**src/rtl/useq_pkg.sv**
```systemverilog
package useq_pkg;

  localparam int OPC_W    = 6;
  localparam int UA_W     = 4;
  localparam int UA_DEPTH = 1 << UA_W;
  localparam int ALU_W    = 2;

  typedef enum logic [1:0] {
    SQ_ZERO = 2'b00,
    SQ_INC  = 2'b01,
    SQ_LOAD = 2'b10,
    SQ_HOLD = 2'b11
  } seq_e;

  localparam logic [ALU_W-1:0] ALU_ADD = 2'b00;
  localparam logic [ALU_W-1:0] ALU_OR  = 2'b01;
  localparam logic [ALU_W-1:0] ALU_FUN = 2'b10;

  localparam logic [OPC_W-1:0] OP_RTYPE = 6'b000000;
  localparam logic [OPC_W-1:0] OP_ORI   = 6'b001101;
  localparam logic [OPC_W-1:0] OP_LOAD  = 6'b100011;
  localparam logic [OPC_W-1:0] OP_STORE = 6'b101011;
  localparam logic [OPC_W-1:0] OP_BEQ   = 6'b000100;

  // micro-address layout
  localparam int UA_FETCH  = 0;
  localparam int UA_DECODE = 1;
  localparam int UA_RTYPE  = 2;
  localparam int UA_ORI    = 4;
  localparam int UA_LOAD   = 6;
  localparam int UA_STORE  = 9;
  localparam int UA_BRANCH = 11;

  typedef struct packed {
    seq_e             seq;
    logic             wsens;
    logic             imem_rd;
    logic             ir_en;
    logic             a_en;
    logic             b_en;
    logic             e_en;
    logic [ALU_W-1:0] alu_op;
    logic             alu_src_imm;
    logic             ext_sign;
    logic             s_en;
    logic             dmem_rd;
    logic             dmem_wr;
    logic             m_en;
    logic             reg_wr;
    logic             reg_dst_rd;
    logic             mem_to_reg;
    logic             pc_en;
    logic             br_sel;
  } uword_t;

endpackage

```
**src/rtl/useq_rst_sync.sv**
```systemverilog
module useq_rst_sync #(
  parameter int STAGES = 2
) (
  input  logic clk,
  input  logic rst_n_in,
  output logic rst_n_out
);

  logic [STAGES-1:0] sync_q;

  always_ff @(posedge clk or negedge rst_n_in) begin
    if (!rst_n_in) begin
      sync_q <= '0;
    end else begin
      sync_q <= {sync_q[STAGES-2:0], 1'b1};
    end
  end

  assign rst_n_out = sync_q[STAGES-1];

endmodule

```
**src/rtl/useq_map.sv**
```systemverilog
module useq_map
  import useq_pkg::*;
#(
  parameter int AW = UA_W
) (
  input  logic [OPC_W-1:0] opcode,
  output logic [AW-1:0]    tgt
);

  always_comb begin
    case (opcode)
      OP_RTYPE: tgt = AW'(UA_RTYPE);
      OP_ORI:   tgt = AW'(UA_ORI);
      OP_LOAD:  tgt = AW'(UA_LOAD);
      OP_STORE: tgt = AW'(UA_STORE);
      OP_BEQ:   tgt = AW'(UA_BRANCH);
      default:  tgt = AW'(UA_FETCH);
    endcase
  end

endmodule

```
**src/rtl/useq_rom.sv**
```systemverilog
module useq_rom
  import useq_pkg::*;
#(
  parameter int AW = UA_W
) (
  input  logic [AW-1:0] addr,
  output uword_t        word
);

  localparam int DEPTH = 1 << AW;

  function automatic uword_t mk_word(int a);
    uword_t w;
    w     = '0;
    w.seq = SQ_ZERO;
    case (a)
      UA_FETCH: begin
        w.seq = SQ_INC;  w.wsens = 1'b1;
        w.imem_rd = 1'b1; w.ir_en = 1'b1;
      end
      UA_DECODE: begin
        w.seq = SQ_LOAD;
        w.a_en = 1'b1; w.b_en = 1'b1; w.e_en = 1'b1;
      end
      UA_RTYPE: begin
        w.seq = SQ_INC; w.alu_op = ALU_FUN; w.s_en = 1'b1;
      end
      UA_RTYPE + 1: begin
        w.reg_wr = 1'b1; w.reg_dst_rd = 1'b1; w.pc_en = 1'b1;
      end
      UA_ORI: begin
        w.seq = SQ_INC; w.alu_op = ALU_OR;
        w.alu_src_imm = 1'b1; w.s_en = 1'b1;
      end
      UA_ORI + 1: begin
        w.reg_wr = 1'b1; w.pc_en = 1'b1;
      end
      UA_LOAD, UA_STORE: begin
        w.seq = SQ_INC; w.alu_op = ALU_ADD;
        w.alu_src_imm = 1'b1; w.ext_sign = 1'b1; w.s_en = 1'b1;
      end
      UA_LOAD + 1: begin
        w.seq = SQ_INC; w.wsens = 1'b1;
        w.dmem_rd = 1'b1; w.m_en = 1'b1;
      end
      UA_LOAD + 2: begin
        w.reg_wr = 1'b1; w.mem_to_reg = 1'b1; w.pc_en = 1'b1;
      end
      UA_STORE + 1: begin
        w.wsens = 1'b1; w.dmem_wr = 1'b1; w.pc_en = 1'b1;
      end
      UA_BRANCH: begin
        w.pc_en = 1'b1; w.br_sel = 1'b1;
      end
      default: w = w;
    endcase
    return w;
  endfunction

  uword_t store [DEPTH];

  generate
    for (genvar g = 0; g < DEPTH; g++) begin : g_word
      assign store[g] = mk_word(g);
    end
  endgenerate

  assign word = store[addr];

endmodule

```
**src/rtl/useq_upc.sv**
```systemverilog
module useq_upc
  import useq_pkg::*;
#(
  parameter int AW = UA_W
) (
  input  logic          clk,
  input  logic          rst_n,
  input  seq_e          act,
  input  logic [AW-1:0] map_tgt,
  output logic [AW-1:0] upc
);

  logic [AW-1:0] upc_d;
  logic          upc_en;

  always_comb begin
    upc_en = (act != SQ_HOLD);
    case (act)
      SQ_ZERO: upc_d = '0;
      SQ_INC:  upc_d = upc + AW'(1);
      SQ_LOAD: upc_d = map_tgt;
      default: upc_d = upc;
    endcase
  end

  always_ff @(posedge clk or negedge rst_n) begin
    if (!rst_n) begin
      upc <= '0;
    end else if (upc_en) begin
      upc <= upc_d;
    end
  end

endmodule

```
**src/rtl/useq_ctrl.sv**
```systemverilog
module useq_ctrl
  import useq_pkg::*;
(
  input  logic             clk,
  input  logic             rst_n,
  input  logic [OPC_W-1:0] opcode,
  input  logic             taken,
  input  logic             mem_wait,
  output logic [UA_W-1:0]  upc,
  output logic             imem_rd,
  output logic             ir_en,
  output logic             a_en,
  output logic             b_en,
  output logic             e_en,
  output logic [ALU_W-1:0] alu_op,
  output logic             alu_src_imm,
  output logic             ext_sign,
  output logic             s_en,
  output logic             dmem_rd,
  output logic             dmem_wr,
  output logic             m_en,
  output logic             reg_wr,
  output logic             reg_dst_rd,
  output logic             mem_to_reg,
  output logic             pc_en,
  output logic             pc_br
);

  logic            rst_sync_n;
  uword_t          uw;
  logic [UA_W-1:0] map_tgt;
  logic            stall;
  logic            commit;
  seq_e            act;

  useq_rst_sync #(.STAGES(2)) u_rst (
    .clk       (clk),
    .rst_n_in  (rst_n),
    .rst_n_out (rst_sync_n)
  );

  useq_rom #(.AW(UA_W)) u_rom (
    .addr (upc),
    .word (uw)
  );

  useq_map #(.AW(UA_W)) u_map (
    .opcode (opcode),
    .tgt    (map_tgt)
  );

  // a waiting word repeats and withholds its register commits
  assign stall  = uw.wsens & mem_wait;
  assign commit = ~stall;
  assign act    = stall ? SQ_HOLD : uw.seq;

  useq_upc #(.AW(UA_W)) u_upc (
    .clk     (clk),
    .rst_n   (rst_sync_n),
    .act     (act),
    .map_tgt (map_tgt),
    .upc     (upc)
  );

  assign imem_rd     = uw.imem_rd;
  assign ir_en       = uw.ir_en & commit;
  assign a_en        = uw.a_en;
  assign b_en        = uw.b_en;
  assign e_en        = uw.e_en;
  assign alu_op      = uw.alu_op;
  assign alu_src_imm = uw.alu_src_imm;
  assign ext_sign    = uw.ext_sign;
  assign s_en        = uw.s_en;
  assign dmem_rd     = uw.dmem_rd;
  assign dmem_wr     = uw.dmem_wr;
  assign m_en        = uw.m_en & commit;
  assign reg_wr      = uw.reg_wr;
  assign reg_dst_rd  = uw.reg_dst_rd;
  assign mem_to_reg  = uw.mem_to_reg;
  assign pc_en       = uw.pc_en & commit;
  assign pc_br       = uw.br_sel & taken;

endmodule

```
**config.mk**
```make
export PLATFORM = sky130hd
export DESIGN_NAME = useq_ctrl
export DESIGN_NICKNAME = d
export VERILOG_FILES = /design/src/rtl/useq_pkg.sv /design/src/rtl/useq_rst_sync.sv /design/src/rtl/useq_map.sv /design/src/rtl/useq_rom.sv /design/src/rtl/useq_upc.sv /design/src/rtl/useq_ctrl.sv
export SDC_FILE = /design/constraint.sdc
export NUM_CORES = 1
export LEC_CHECK = 0
export ABC_AREA = 1
export CAP_MARGIN = 15
export CELL_PAD_IN_SITES_DETAIL_PLACEMENT = 1
export CELL_PAD_IN_SITES_GLOBAL_PLACEMENT = 2
export CORE_ASPECT_RATIO = 1.25
export CORE_UTILIZATION = 21
export CTS_BUF_LIST = sky130_fd_sc_hd__clkbuf_4
export DETAILED_ROUTE_END_ITERATION = 6
export GPL_ROUTABILITY_DRIVEN = 0
export PLACE_DENSITY_LB_ADDON = 0.08
export SLEW_MARGIN = 0
export SYNTH_ARGS = -nofsm -noshare
export SYNTH_HDL_FRONTEND = slang
export SYNTH_SLANG_ARGS = --single-unit
```
**constraint.sdc**
```tcl
create_clock -name clk -period 1.57 [get_ports clk]
set_input_delay 0.314 -clock clk [delete_from_list [all_inputs] [get_ports clk]]
set_output_delay 0.314 -clock clk [all_outputs]
set_load 0.02 [all_outputs]
```
* Yosys cells after proc, flatten, opt, wreduce, memory -nomap -nowiden *
Memories as Yosys holds them, arrays and structs flattened.
Cells that the tools add are included.

word-level totals
  flip-flop bits (word level) = 6
  bits in read-only memories = 336
  input bits = 10
  output and inout bits = 22
  memories = 1

operators by class
  $add $sub $neg = 1
  magnitude comparators = 1
  equal/unequal tests = 7
  multiplexer cells = 5
  bitwise logic cells = 7
  reduce and logical (&&, ||, !) cells = 4

memories
  memory            depth  width  rd ports  clocked after Yosys merged registers in  write ports  RTL line        text
  (name not given)  16     21     1         0                                        0            useq_rom.sv:68  assign word = store[addr];

operators with widths
  cell                   number
  $mux W21               2
  $pmux W4 S5            1
  $eq A6 B6 Y1 const B   2
  $pmux W4 S3            1
  $eq A6 B3 Y1 const B   1
  $eq A6 B4 Y1 const B   1
  $logic_not A6 Y1       1
  $and A1 B1 Y1          5
  $ge A5 B5 Y1 const B   1
  $not A4 Y5             1
  $add A4 B1 Y4 const B  1
  $reduce_bool A3 Y1     1
  $eq A2 B1 Y1 const B   1
  $eq A2 B2 Y1 const B   1
  $logic_not A2 Y1       1
  $mux W2                1
  $ne A2 B2 Y1 const B   1
  $reduce_and A2 Y1      1
  $not A1 Y1             1

* Logic depth before layout (Yosys ltp) *
Gate-level depths: netlist of the first run.

  depth in word-level cells = 9
  depth in mapped cells = 13
  mapped depth without buffers = 13

* Hierarchy *
A second synthesis of the first run with hierarchy kept.

second synthesis, totals
  cell total of the unflattened synthesis = 119
  area total of the unflattened synthesis = 720.7 µm²

by module, submodules not included
  module         instances  cells each  area each (µm²)  seq. area each (µm²)
  useq_upc       1          35          276.5            100.1
  useq_rom       1          44          227.7            0.0
  useq_map       1          24          110.1            0.0
  useq_rst_sync  1          3           53.8             50.0
  useq_ctrl      1          13          52.6             0.0

* Worst setup path after synthesis of the first run *
No wires, ideal clock.

  path type = reg2out
  start = reg u_upc.upc[0]
  end = out m_en
  arrival time = 1.723 ns
  required time = 1.256 ns
  setup slack = -0.467 ns
  cell stages (with the launch flop) = 8
  path buffers = 0
  path through = dfrtp_1 -> inv_1 -> ha_1 -> nand3_1 -> nand3_2 -> nand2_2 -> inv_1 -> nor3_1

between the ends
  longest elaborated chain between the ends = 7

ends and longest elaborated chain
  element                                        RTL line         text
  start, declared                                useq_upc.sv:10   output logic [AW-1:0] upc
  start signal, assigned                         useq_upc.sv:30   upc <= upc_d;
  $not A4 Y5 (implied by the code) *             useq_rom.sv:68
  $mem_v2 Z16 W21 *                              n/a
  $mux W21 (implied by the code) * (2 in a row)  useq_rom.sv:68
  $and A1 B1 Y1                                  useq_ctrl.sv:53  assign stall = uw.wsens & mem_wait;
  $not A1 Y1                                     useq_ctrl.sv:54  assign commit = ~stall;
  $and A1 B1 Y1 *                                useq_ctrl.sv:76  assign m_en = uw.m_en & commit;
  end, declared                                  useq_ctrl.sv:21  output logic m_en,

Every way passes the cells marked *; elsewhere a longest branch is shown, timed or not. The select of a mux whose other input is x is not followed.

* Final worst setup path of the first run *
  start = reg u_upc.upc[0]
  end = out s_en

between the ends
  longest elaborated chain between the ends = 4

ends and longest elaborated chain
  element                                      RTL line         text
  $not A4 Y5 (implied by the code)             useq_rom.sv:68
  $mem_v2 Z16 W21                              n/a
  $mux W21 (implied by the code) (2 in a row)  useq_rom.sv:68
  end, declared                                useq_ctrl.sv:18  output logic s_en,

No other way between the ends. The select of a mux whose other input is x is not followed.

==> impl_metrics.toml, run 1 <==
[status]
status = "finished with violations"
failed_checks = "negative setup slack"

[timing]
rsz0062_at_grt = "true"
finalClockSkew_ns = 0.00548
finalSetupViolations = 22
worst_slack_ns = -0.305
hold_viol = 0
finalCritPeriodShare = 1.19
post-route-min-period_ns = 1.87
slew_violations = 0
fmax_ghz = 0.533

[placement]
hpwlAfterDp_um = 2250
io_buffers = 31
dp_cells = 209

[global_routing]
antenna_found_initial = 0
grt_pass1_wl_um = 4760
grt_pass1_vias = 1083
grt_max_degree = 10
gr-total-overflow = 0
grt_use_total = 0.178

[drt]
drt_iter0_drc = 9
ant_nets = 0
vias_per_cell = 4.60
drc = 0
wirelength_um = 2970
num_vias = 1012
wl_per_cell_um = 13.5
drtPass1Iterations = 2

[worst_setup_path]
critical_path_class = "flop to primary output"
cp_top_family = "flip-flops"
worstReg2RegStart = "u_upc.upc[0]$_DFFE_PN0P_"
r2r_end = "u_upc.upc[1]$_DFFE_PN0P_"
crit_arrival_ns = 1.56
worst-path-buf-inv = 3
max_stage_delay_ns = 0.47
end_kind = "primary output"
critical_path.cell_chain = "inv_4, ha_4, buf_6, nand2_4, nor2_4, or2_4, buf_6"
cp_slowest_cell = "dfrtp_2"
crit_top_cell = "buf_6"
start_kind = "flop"
ff2ff_setup_slack_ns = -0.25
crit_fanout = 4
rr_worst_depth = 12
critPathRequiredTime_ns = 1.26

[clocking]
clock_latency_ns = 0.25
hold_buffers = 0
cts_buffers = 3
cts_buffer_depth = 2
cts_max_level = 1
cts.sinks = 6
cts.clk_slew.worst_paths_ns = 0.05
cts_tree = "done"
root_buffer = "clkbuf_4"

[synth]
yosys_warnings = 0
synth_cells = 118
syn_nets = 136
ys_seq_elements = 6
ys_types = 22
yosysSeqAreaShare = 0.207
syn_area_per_cell_um2 = 6.15
syn_area_um2 = 726

[floorplanning]
start_util = 0.223
coreArea_mm2 = 0.00325
die_area_mm2 = 0.00370
num_rows = 23
die_h_um = 67.7
die_w_um = 54.6
io_pins = 32

[min_path]
worstHoldPathType = "flop to asynchronous set/reset pin"

[pwr]
p_leak_nw = 0.811
peakVddDrop_v = 0.000659
power_mw = 1.84
p_per_area_mw_per_mm2 = 1070

[finish]
area_delta_synth_final_pct = 137
finalNetCount = 202
fin_cells = 220
diodes = 0
drive_gt1_frac = 0.645
fin_util = 0.528
fillCellCount = 404

[run]
max_cap_violations = 0
## cell type report
type / instances / area (um2) / area share
tap: 37 / 46.3 / 0.0269
multi-input combinational: 87 / 771 / 0.449
sequential: 6 / 155 / 0.0903
clock buffer: 4 / 30.0 / 0.0175
timing repair buffer: 65 / 614 / 0.358
inverter: 21 / 101 / 0.0590
## cells in the final DEF (no fill, tap or decap), types with 5 or more instances in the layout
cell type        netlist  layout
nand2_2                3       6
nand2_1               34      26
buf_4                  2      25
nand3_1                9       5
inv_2                  2       5
inv_1                 19       8
nand2_4                0       5
inv_4                  0       7
nand4_1                7       7
buf_6                  1      25
nor2_4                 1       8
nor2_1                15       5
ha_4                   0       7
clkdlybuf4s50_1        0       9
## routing by layer
| layer | up-vias | part of all wire | track usage |
|---|---|---|---|
| met1 | 490 | 0.34 | 0.178 |
| li1 | 497 | - | - |
| met2 | 23 | 0.63 | 0.378 |
| met3 | 2 | 0.023 | 0.0203 |
| met5 | - | 0 | 0 |
| met4 | 0 | 0.0061 | 0.0128 |
## power breakdown
part           internal, mW  switching [mW]  total, mW
clock                 0.114          0.0635      0.178
combinational         0.692           0.740       1.43
sequential            0.179          0.0529      0.232
total                 0.985           0.857       1.84
## cells in the mapped netlist
master / count / area share
nand2_1: 34 / 0.18
inv_1: 19 / 0.098
nor2_1: 15 / 0.078
nand3_1: 9 / 0.062
ha_1: 8 / 0.14
nand4_1: 7 / 0.060
dfrtp_1: 6 / 0.21
nand2_2: 3 / 0.026
buf_4: 2 / 0.021
inv_2: 2 / 0.010
nor3_1: 2 / 0.014
a21oi_1: 1 / 0.0069
buf_2: 1 / 0.0069
buf_6: 1 / 0.016
conb_1: 1 / 0.0052
nand3_2: 1 / 0.014
nor2_4: 1 / 0.016
o21ai_0: 1 / 0.0069
o21ai_2: 1 / 0.012
o22ai_1: 1 / 0.0086
o31ai_1: 1 / 0.010
or2_2: 1 / 0.0086
## logic make-up (layout without fill, tap and decap cells)
group / Yosys count / in the layout / synth area share
and+or+nand+nor: 73 / 73 / 0.453
buffers and inverters: 25 / 90 / 0.152
adders and majority gates: 8 / 8 / 0.138
DFF: 6 / 6 / 0.207
AOI/OAI and AO/OA: 5 / 5 / 0.0448
other: 1 / 1 / 0.00517
## how the worst max path moves through the flow
stage,start,to,cells past startpoint
CTS,u_upc.upc[0]$_DFFE_PN0P_,s_en,7
floorplan,u_upc.upc[0]$_DFFE_PN0P_,m_en,7
finish,u_upc.upc[0]$_DFFE_PN0P_,s_en,7
global route,u_upc.upc[1]$_DFFE_PN0P_,s_en,7
global placement,u_upc.upc[0]$_DFFE_PN0P_,m_en,7
detailed placement,u_upc.upc[0]$_DFFE_PN0P_,m_en,7
## what timing repair did
action / 4_1_cts / 5_1_grt
setup endpoints to repair: 26 / 24
setup buffers: 5 / 3
resized for setup: 147 / 34
pin swaps: 9 / 11
## metrics by stage
step	worst slack [ns]	setup TNS, ns	instance area, um2	hold slack [ns]
2_1_floorplan	-0.105	-0.505	855	0.0184
5_1_grt	-0.351	-5.27	1720	0.0824
3_5_place_dp	-0.535	-8.11	1380	0.0644
3_3_place_gp	-0.492	-7.41	1380	0.0608
6_report	-0.305	-4.09	1720	0.0567
4_1_cts	-0.291	-3.94	1590	0.0692
## registers in the layout (all words and copies together), names as in the netlist
register / count
u_rst.sync_q: 2
u_upc.upc: 4
Note: power is estimated with default switching activity, not from simulation.
==> inputs of run 2 (changes only) <==
--- a/config.mk
+++ b/config.mk
@@ -10,9 +10,10 @@
 export CELL_PAD_IN_SITES_DETAIL_PLACEMENT = 1
 export CELL_PAD_IN_SITES_GLOBAL_PLACEMENT = 2
 export CORE_ASPECT_RATIO = 1.25
-export CORE_UTILIZATION = 21
+export CORE_UTILIZATION = 31
 export CTS_BUF_LIST = sky130_fd_sc_hd__clkbuf_4
 export DETAILED_ROUTE_END_ITERATION = 6
+export DONT_BUFFER_PORTS = 1
 export GPL_ROUTABILITY_DRIVEN = 0
 export PLACE_DENSITY_LB_ADDON = 0.08
 export SLEW_MARGIN = 0
==> run 2 against run 1 <==
The flow still finishes with violations (negative setup slack). Hold slack got worse by 0.0056 ns. Total power is 0.26% lower. Sequential power is essentially flat. Cell count down 12%. Clock-buffer cell count is the same. Die area down 31%. Wire length rose by 29%. Critical path type is now flop to flop. Highest routed layer unchanged.
==> impl_metrics.toml, run 2 (synthesized netlist as in run 1, its figures left out) <==
[clocking]
cts_buffers = 3
cts.sinks = 6
cts_max_level = 1
cts_tree = "done"
cts.clk_slew.worst_paths_ns = 0.06
cts_buffer_depth = 2
clock_latency_ns = 0.26
root_buffer = "clkbuf_4"

[finish]
diodes = 0
fin_cells = 193
area_delta_synth_final_pct = 109
largestRegisters = "u_upc.upc: 4 flops, u_rst.sync_q: 2 flops"
layout_commonest_cell = "nand2_1"
drive_gt1_frac = 0.660
regMostFlops = "u_upc.upc"
final_cell_area_mm2 = 0.00152
finalNetCount = 181
layout_common_cells = "nand2_1 (27), buf_4 (25), buf_6 (17), inv_4 (9), ha_4 (8)"
largest_register_ffs = 4
fillCellCount = 254

[drt]
wl_per_cell_um = 19.8
drt_iter0_drc = 20
vias_per_cell = 5.20
drtPass1Iterations = 4
num_vias = 1004
drc = 0
wirelength_um = 3820
ant_nets = 0

[floorplanning]
die_area_mm2 = 0.00254
die_w_um = 45.3
num_rows = 19
die_h_um = 56.1
coreArea_mm2 = 0.00221
io_pins = 32
start_util = 0.328

[global_routing]
antenna_found_initial = 0
grt_use_total = 0.248
grt_pass1_vias = 1036
gr-total-overflow = 0
grt_pass1_wl_um = 4660
grt_max_degree = 9

[worst_setup_path]
worst-path-buf-inv = 3
cp.depth = 12
max_stage_delay_ns = 0.46
end_kind = "flop"
critPathRequiredTime_ns = 1.76
critical_path.cell_chain = "inv_4, ha_4, inv_4, nand3_2, nand2_1, nor2_2, nand2_4, inv_4, ha_4, nor2_4, nand2_1, nand2_1"
worstReg2RegStart = "u_upc.upc[1]$_DFFE_PN0P_"
cp_slowest_cell = "dfrtp_2"
cp_top_family = "simple AND/OR/NAND/NOR gates"
rr_worst_depth = 12
r2r_end = "u_upc.upc[3]$_DFFE_PN0P_"
start_kind = "flop"
crit_start = "u_upc.upc[1]$_DFFE_PN0P_"
critical_path_class = "flop to flop"
crit_fanout = 4
cp-endpoint = "u_upc.upc[3]$_DFFE_PN0P_"
ff2ff_setup_slack_ns = -0.35
crit_arrival_ns = 2.11

[timing]
hold_viol = 0
finalClockSkew_ns = 0.00970
tns_ns = -4.76
slew_violations = 0
post-route-min-period_ns = 1.92
rsz0062_at_grt = "true"
finalCritPeriodShare = 1.23
fmax_ghz = 0.520
hold_ws_ns = 0.0511
worst_slack_ns = -0.354
finalSetupViolations = 22

[placement]
dp_cells = 178
hpwlAfterDp_um = 1950
dpl_worst_slack_ns = -0.121
postPlaceCellArea_mm2 = 0.00112
io_buffers = 0

[run]
max_cap_violations = 0

[pwr]
peakVddDrop_v = 0.000899
p_per_area_mw_per_mm2 = 1210
p_leak_nw = 0.720

[status]
failed_checks = "negative setup slack"
status = "finished with violations"

[min_path]
worstHoldPathType = "flop to asynchronous set/reset pin"
[run 2: worst reg2reg max path, stage by stage, from the launching register on]
cell     delay, ns
dfrtp_2       0.46
inv_4         0.10
ha_4          0.17
inv_4         0.06
nand3_2       0.09
nand2_1       0.08
nor2_2        0.22
nand2_4       0.11
inv_4         0.07
ha_4          0.20
nor2_4        0.14
nand2_1       0.09
nand2_1       0.07
[run 2: metrics by stage]
| step | utilization | total power, mW |
|---|---|---|
| 2_1_floorplan | - | 0.861 |
| 3_3_place_gp | 0.508 | 1.16 |
| 3_5_place_dp | 0.508 | 1.20 |
| 4_1_cts | 0.584 | 1.53 |
| 5_1_grt | 0.686 | 1.93 |
| 6_report | 0.686 | 1.84 |
[run 2: how the worst min path moves through the flow]
stage                                    startpoint                        end  slack (ns)  cells past startpoint
after floorplan                               rst_n  u_rst.sync_q[0]$_DFF_PN0_        0.02                      0
after detailed placement                      rst_n  u_rst.sync_q[0]$_DFF_PN0_        0.02                      0
after global placement                        rst_n  u_rst.sync_q[0]$_DFF_PN0_        0.02                      0
after CTS                 u_rst.sync_q[1]$_DFF_PN0_   u_upc.upc[2]$_DFFE_PN0P_        0.05                      0
after global routing      u_rst.sync_q[1]$_DFF_PN0_   u_upc.upc[2]$_DFFE_PN0P_        0.07                      0
final                     u_rst.sync_q[1]$_DFF_PN0_   u_upc.upc[2]$_DFFE_PN0P_        0.05                      0
[run 2: final cells by class]
| cell class | instances | area [um2] | area share |
|---|---|---|---|
| multi-input combinational | 87 | 768 | 0.506 |
| tap | 31 | 38.8 | 0.0256 |
| timing repair buffer | 44 | 409 | 0.270 |
| inverter | 21 | 116 | 0.0767 |
| clock buffer | 4 | 30.0 | 0.0198 |
| sequential | 6 | 155 | 0.102 |
[run 2: metal layers]
layer | wire (um) | GRT usage
met5 | 0 | 0
met3 | 160 | 0.0357
met4 | 73 | 0.0909
met2 | 2100 | 0.474
met1 | 1480 | 0.252
[run 2: where the power goes]
group	internal [mW]	leakage (nW)	switching [mW]	total (mW)
clock network	0.114	0.0184	0.0703	0.185
registers	0.179	0.0719	0.0527	0.232
logic	0.622	0.630	0.798	1.42
[run 2: what timing repair did]
item | in CTS | in global routing
hold buffers | 1 | 0
resized for setup | 32 | 45
hold endpoints to repair | 2 | 0
buffers inserted | 5 | 8
setup endpoints to repair | 22 | 22
pin swaps | 6 | 14
==> inputs of run 3 (changes only) <==
--- a/config.mk
+++ b/config.mk
@@ -8,9 +8,9 @@
 export ABC_AREA = 1
 export CAP_MARGIN = 15
 export CELL_PAD_IN_SITES_DETAIL_PLACEMENT = 1
-export CELL_PAD_IN_SITES_GLOBAL_PLACEMENT = 2
+export CELL_PAD_IN_SITES_GLOBAL_PLACEMENT = 1
 export CORE_ASPECT_RATIO = 1.25
-export CORE_UTILIZATION = 31
+export CORE_UTILIZATION = 38
 export CTS_BUF_LIST = sky130_fd_sc_hd__clkbuf_4
 export DETAILED_ROUTE_END_ITERATION = 6
 export DONT_BUFFER_PORTS = 1
==> constraint.sdc (replaced) <==
create_clock -name clk -period 1.73 [get_ports clk]
set_input_delay 0.346 -clock clk [delete_from_list [all_inputs] [get_ports clk]]
set_output_delay 0.346 -clock clk [all_outputs]
set_load 0.02 [all_outputs]
==> run 3 against run 2 <==
The run now fails in clock tree synthesis. Area after synthesis unchanged. Synthesized cell count unchanged.
==> impl_metrics.toml, run 3 <==
[clocking]
hold_buffers = 1
cts_resized = 48
cts_buffers = 3
cts.sinks = 6
cts_setup_buffers = 11
cts_max_level = 1
cts_buffer_depth = 2
root_buffer = "clkbuf_4"

[floorplanning]
num_rows = 17
start_util = 0.406
io_pins = 32
die_h_um = 50.9
die_w_um = 41.1

[status]
status = "aborted with a tool error"
haltStage = "clock tree synthesis"
tool.error = "[ERROR DPL-0033] detailed placement checks failed during check placement."

[placement]
postPlaceCellArea_um2 = 973
io_buffers = 0
dpl_worst_slack_ns = -0.0896
hpwlAfterDp_um = 1880

[synth]
synth_cells = 118
syn_nets = 136
synth.most_common_cell = "nand2_1"
ys_types = 22
syn_area_per_cell_um2 = 6.15
synth_edf_count = 0
yosys_warnings = 0
synth_top_area_share = 0.207
synthTopCellsByCount = "nand2_1 (34), inv_1 (19), nor2_1 (15)"
synth_area_leaders = "dfrtp_1 (21%), nand2_1 (18%), ha_1 (14%), inv_1 (9.8%), nor2_1 (7.8%)"
yosysSeqAreaShare = 0.207
post-synth-top-area-cell = "dfrtp_1"
ys_seq_elements = 6
syn_area_um2 = 726
ys.flop_type = "dfrtp_1"
async_reset_ff_frac = 1.00
-- run 3: kinds of logic after synthesis --
family	after synthesis	synth area share
fa+ha+maj	8	0.138
other cells	1	0.00517
compound gates	5	0.0448
simple gates	73	0.453
flops	6	0.207
buf+inv	25	0.152
-- run 3: through the flow --
step           hold WS [ns]  std cells
2_1_floorplan        0.0401        118
3_3_place_gp         0.0504        159
3_5_place_dp         0.0504        159
==> inputs of run 4 (changes only) <==
--- a/config.mk
+++ b/config.mk
@@ -7,15 +7,12 @@
 export LEC_CHECK = 0
 export ABC_AREA = 1
 export CAP_MARGIN = 15
-export CELL_PAD_IN_SITES_DETAIL_PLACEMENT = 1
-export CELL_PAD_IN_SITES_GLOBAL_PLACEMENT = 1
-export CORE_ASPECT_RATIO = 1.25
-export CORE_UTILIZATION = 38
-export CTS_BUF_LIST = sky130_fd_sc_hd__clkbuf_4
+export CORE_AREA = 2 2 63 65
 export DETAILED_ROUTE_END_ITERATION = 6
+export DIE_AREA = 0 0 65 67
 export DONT_BUFFER_PORTS = 1
 export GPL_ROUTABILITY_DRIVEN = 0
-export PLACE_DENSITY_LB_ADDON = 0.08
+export PLACE_DENSITY_LB_ADDON = 0.15
 export SLEW_MARGIN = 0
 export SYNTH_ARGS = -nofsm -noshare
 export SYNTH_HDL_FRONTEND = slang
==> constraint.sdc (replaced) <==
create_clock -name clk -period 2.2 [get_ports clk]
set_input_delay 0.44 -clock clk [delete_from_list [all_inputs] [get_ports clk]]
set_output_delay 0.44 -clock clk [all_outputs]
set_load 0.02 [all_outputs]
==> run 4 against run 3 <==
The run now ends clean.
==> impl_metrics.toml, run 4 (synthesized netlist as in run 1, its figures left out) <==
[worst_setup_path]
crit_start = "u_upc.upc[0]$_DFFE_PN0P_"
crit_arrival_ns = 1.63
crit_fanout = 7
critical_path_class = "flop to primary output"
end_kind = "primary output"
critPathRequiredTime_ns = 1.76
worstReg2RegStart = "u_upc.upc[1]$_DFFE_PN0P_"
start_kind = "flop"

[drt]
num_vias = 754
wirelength_um = 1830
ant_nets = 0
vias_per_cell = 4.24
drc = 0
drtPass1Iterations = 4
wl_per_cell_um = 10.3
drt_iter0_drc = 18

[clocking]
root_buffer = "clkbuf_8"
cts_buffers = 3
cts.clk_slew.worst_paths_ns = 0.04
clock_latency_ns = 0.22
cts_tree = "done"
cts_max_level = 1
cts.sinks = 6
cts_buffer_depth = 2

[finish]
area_delta_synth_final_pct = 25.5
layout_common_cells = "nand2_1 (34), inv_1 (18), nor2_1 (15), buf_4 (12), nand3_1 (8)"
regMostFlops = "u_upc.upc"
largest_register_ffs = 4
largestRegisters = "u_upc.upc: 4 flops, u_rst.sync_q: 2 flops"
diodes = 0
drive_gt1_frac = 0.223
layout_commonest_cell = "nand2_1"
finalNetCount = 150

[timing]
finalClockSkew_ns = 0.000755
fmax_ghz = 0.483
post-route-min-period_ns = 2.07
tns_ns = 0
finalSetupViolations = 0
rsz0062_at_grt = "false"
slew_violations = 0
hold_viol = 0
finalCritPeriodShare = 0.940

[run]
max_cap_violations = 0

[global_routing]
gr-total-overflow = 0
grt_use_total = 0.0924
grt_pass1_vias = 753
antenna_found_initial = 0
grt_pass1_wl_um = 3190
grt_max_degree = 10

[pwr]
p_per_area_mw_per_mm2 = 846
clkPwrFrac = 0.208
p_leak_nw = 0.534
pwr-share-comb = 0.599
p_sw_mw = 0.376
peakVddDrop_v = 0.000277
switching_share = 0.488
power_frac_seq = 0.194
power_mw = 0.771
p_int_mw = 0.395

[placement]
hpwlAfterDp_um = 1570
io_buffers = 0

[floorplanning]
coreArea_mm2 = 0.00361
die_area_mm2 = 0.00436
die_h_um = 67
die_w_um = 65
num_rows = 22
io_pins = 32
start_util = 0.201

[min_path]
worstHoldPathType = "flop to asynchronous set/reset pin"

[status]
status = "finished clean"
[run 4: per-layer routing]
layer	global-route usage	vias up	part of all wire
met5	0	-	0
met2	0.156	29	0.45
met3	0.0389	2	0.10
met4	0.0319	0	0.0060
li1	-	392	-
met1	0.104	331	0.44
[run 4: critical path, stage by stage (launching register included)]
cell and delay [ns]:
dfrtp_2 0.44, ha_1 0.28, nand3_1 0.12, nand3_2 0.10, nand2_4 0.10, inv_1 0.08, nor3_1 0.14, buf_4 0.17
[run 4: power by group through the flow]
stage | registers, mW | clock network [mW] | logic [mW]
floorplan | 0.163 | 0 | 0.344
global placement | 0.149 | 0 | 0.451
detailed placement | 0.149 | 0 | 0.450
CTS | 0.149 | 0.165 | 0.453
global route | 0.153 | 0.174 | 0.516
finish | 0.149 | 0.160 | 0.462
[run 4: stage by stage]
| stage | cells | hold slack [ns] | setup WS (ns) | cell area, um2 | util |
|---|---|---|---|---|---|
| after floorplan | 118 | 0.0403 | 0.0372 | 726 | - |
| final | 178 | 0.0517 | 0.131 | 911 | 0.253 |
| after CTS | 177 | 0.0581 | 0.0265 | 890 | 0.247 |
| after global placement | 173 | 0.0612 | 0.261 | 837 | 0.232 |
| after detailed placement | 173 | 0.0552 | 0.199 | 837 | 0.232 |
| after global routing | 178 | 0.0662 | 0.00946 | 911 | 0.253 |
[run 4: timing repair]
action	CTS	global route
hold endpoints to repair	2	0
pin swaps	0	0
cloned	0	0
hold buffers	1	0
endpoints found under the setup margin	1	2
setup buffers	0	1
resized for setup	1	5
[run 4: area by class of cell]
type                       count  area [um2]
fill                         422        2700
multi-input combinational     87         478
sequential                     6         153
timing repair buffer          13         100
inverter                      21        78.8
tap                           48        60.1
clock buffer                   3        41.3
[run 4: worst paths after layout]
check | end | slack (ns) | depth (start not counted)
setup reg to reg | u_upc.upc[0]$_DFFE_PN0P_ | 0.33 | 12
hold reg to reg | u_upc.upc[3]$_DFFE_PN0P_ | 0.05 | 0
hold / removal | u_upc.upc[3]$_DFFE_PN0P_ | 0.05 | 0
setup / recovery | m_en | 0.13 | 7
max in group asynchronous | u_rst.sync_q[0]$_DFF_PN0_ | 1.63 | 1
min in group clk | u_rst.sync_q[1]$_DFF_PN0_ | 0.34 | 0
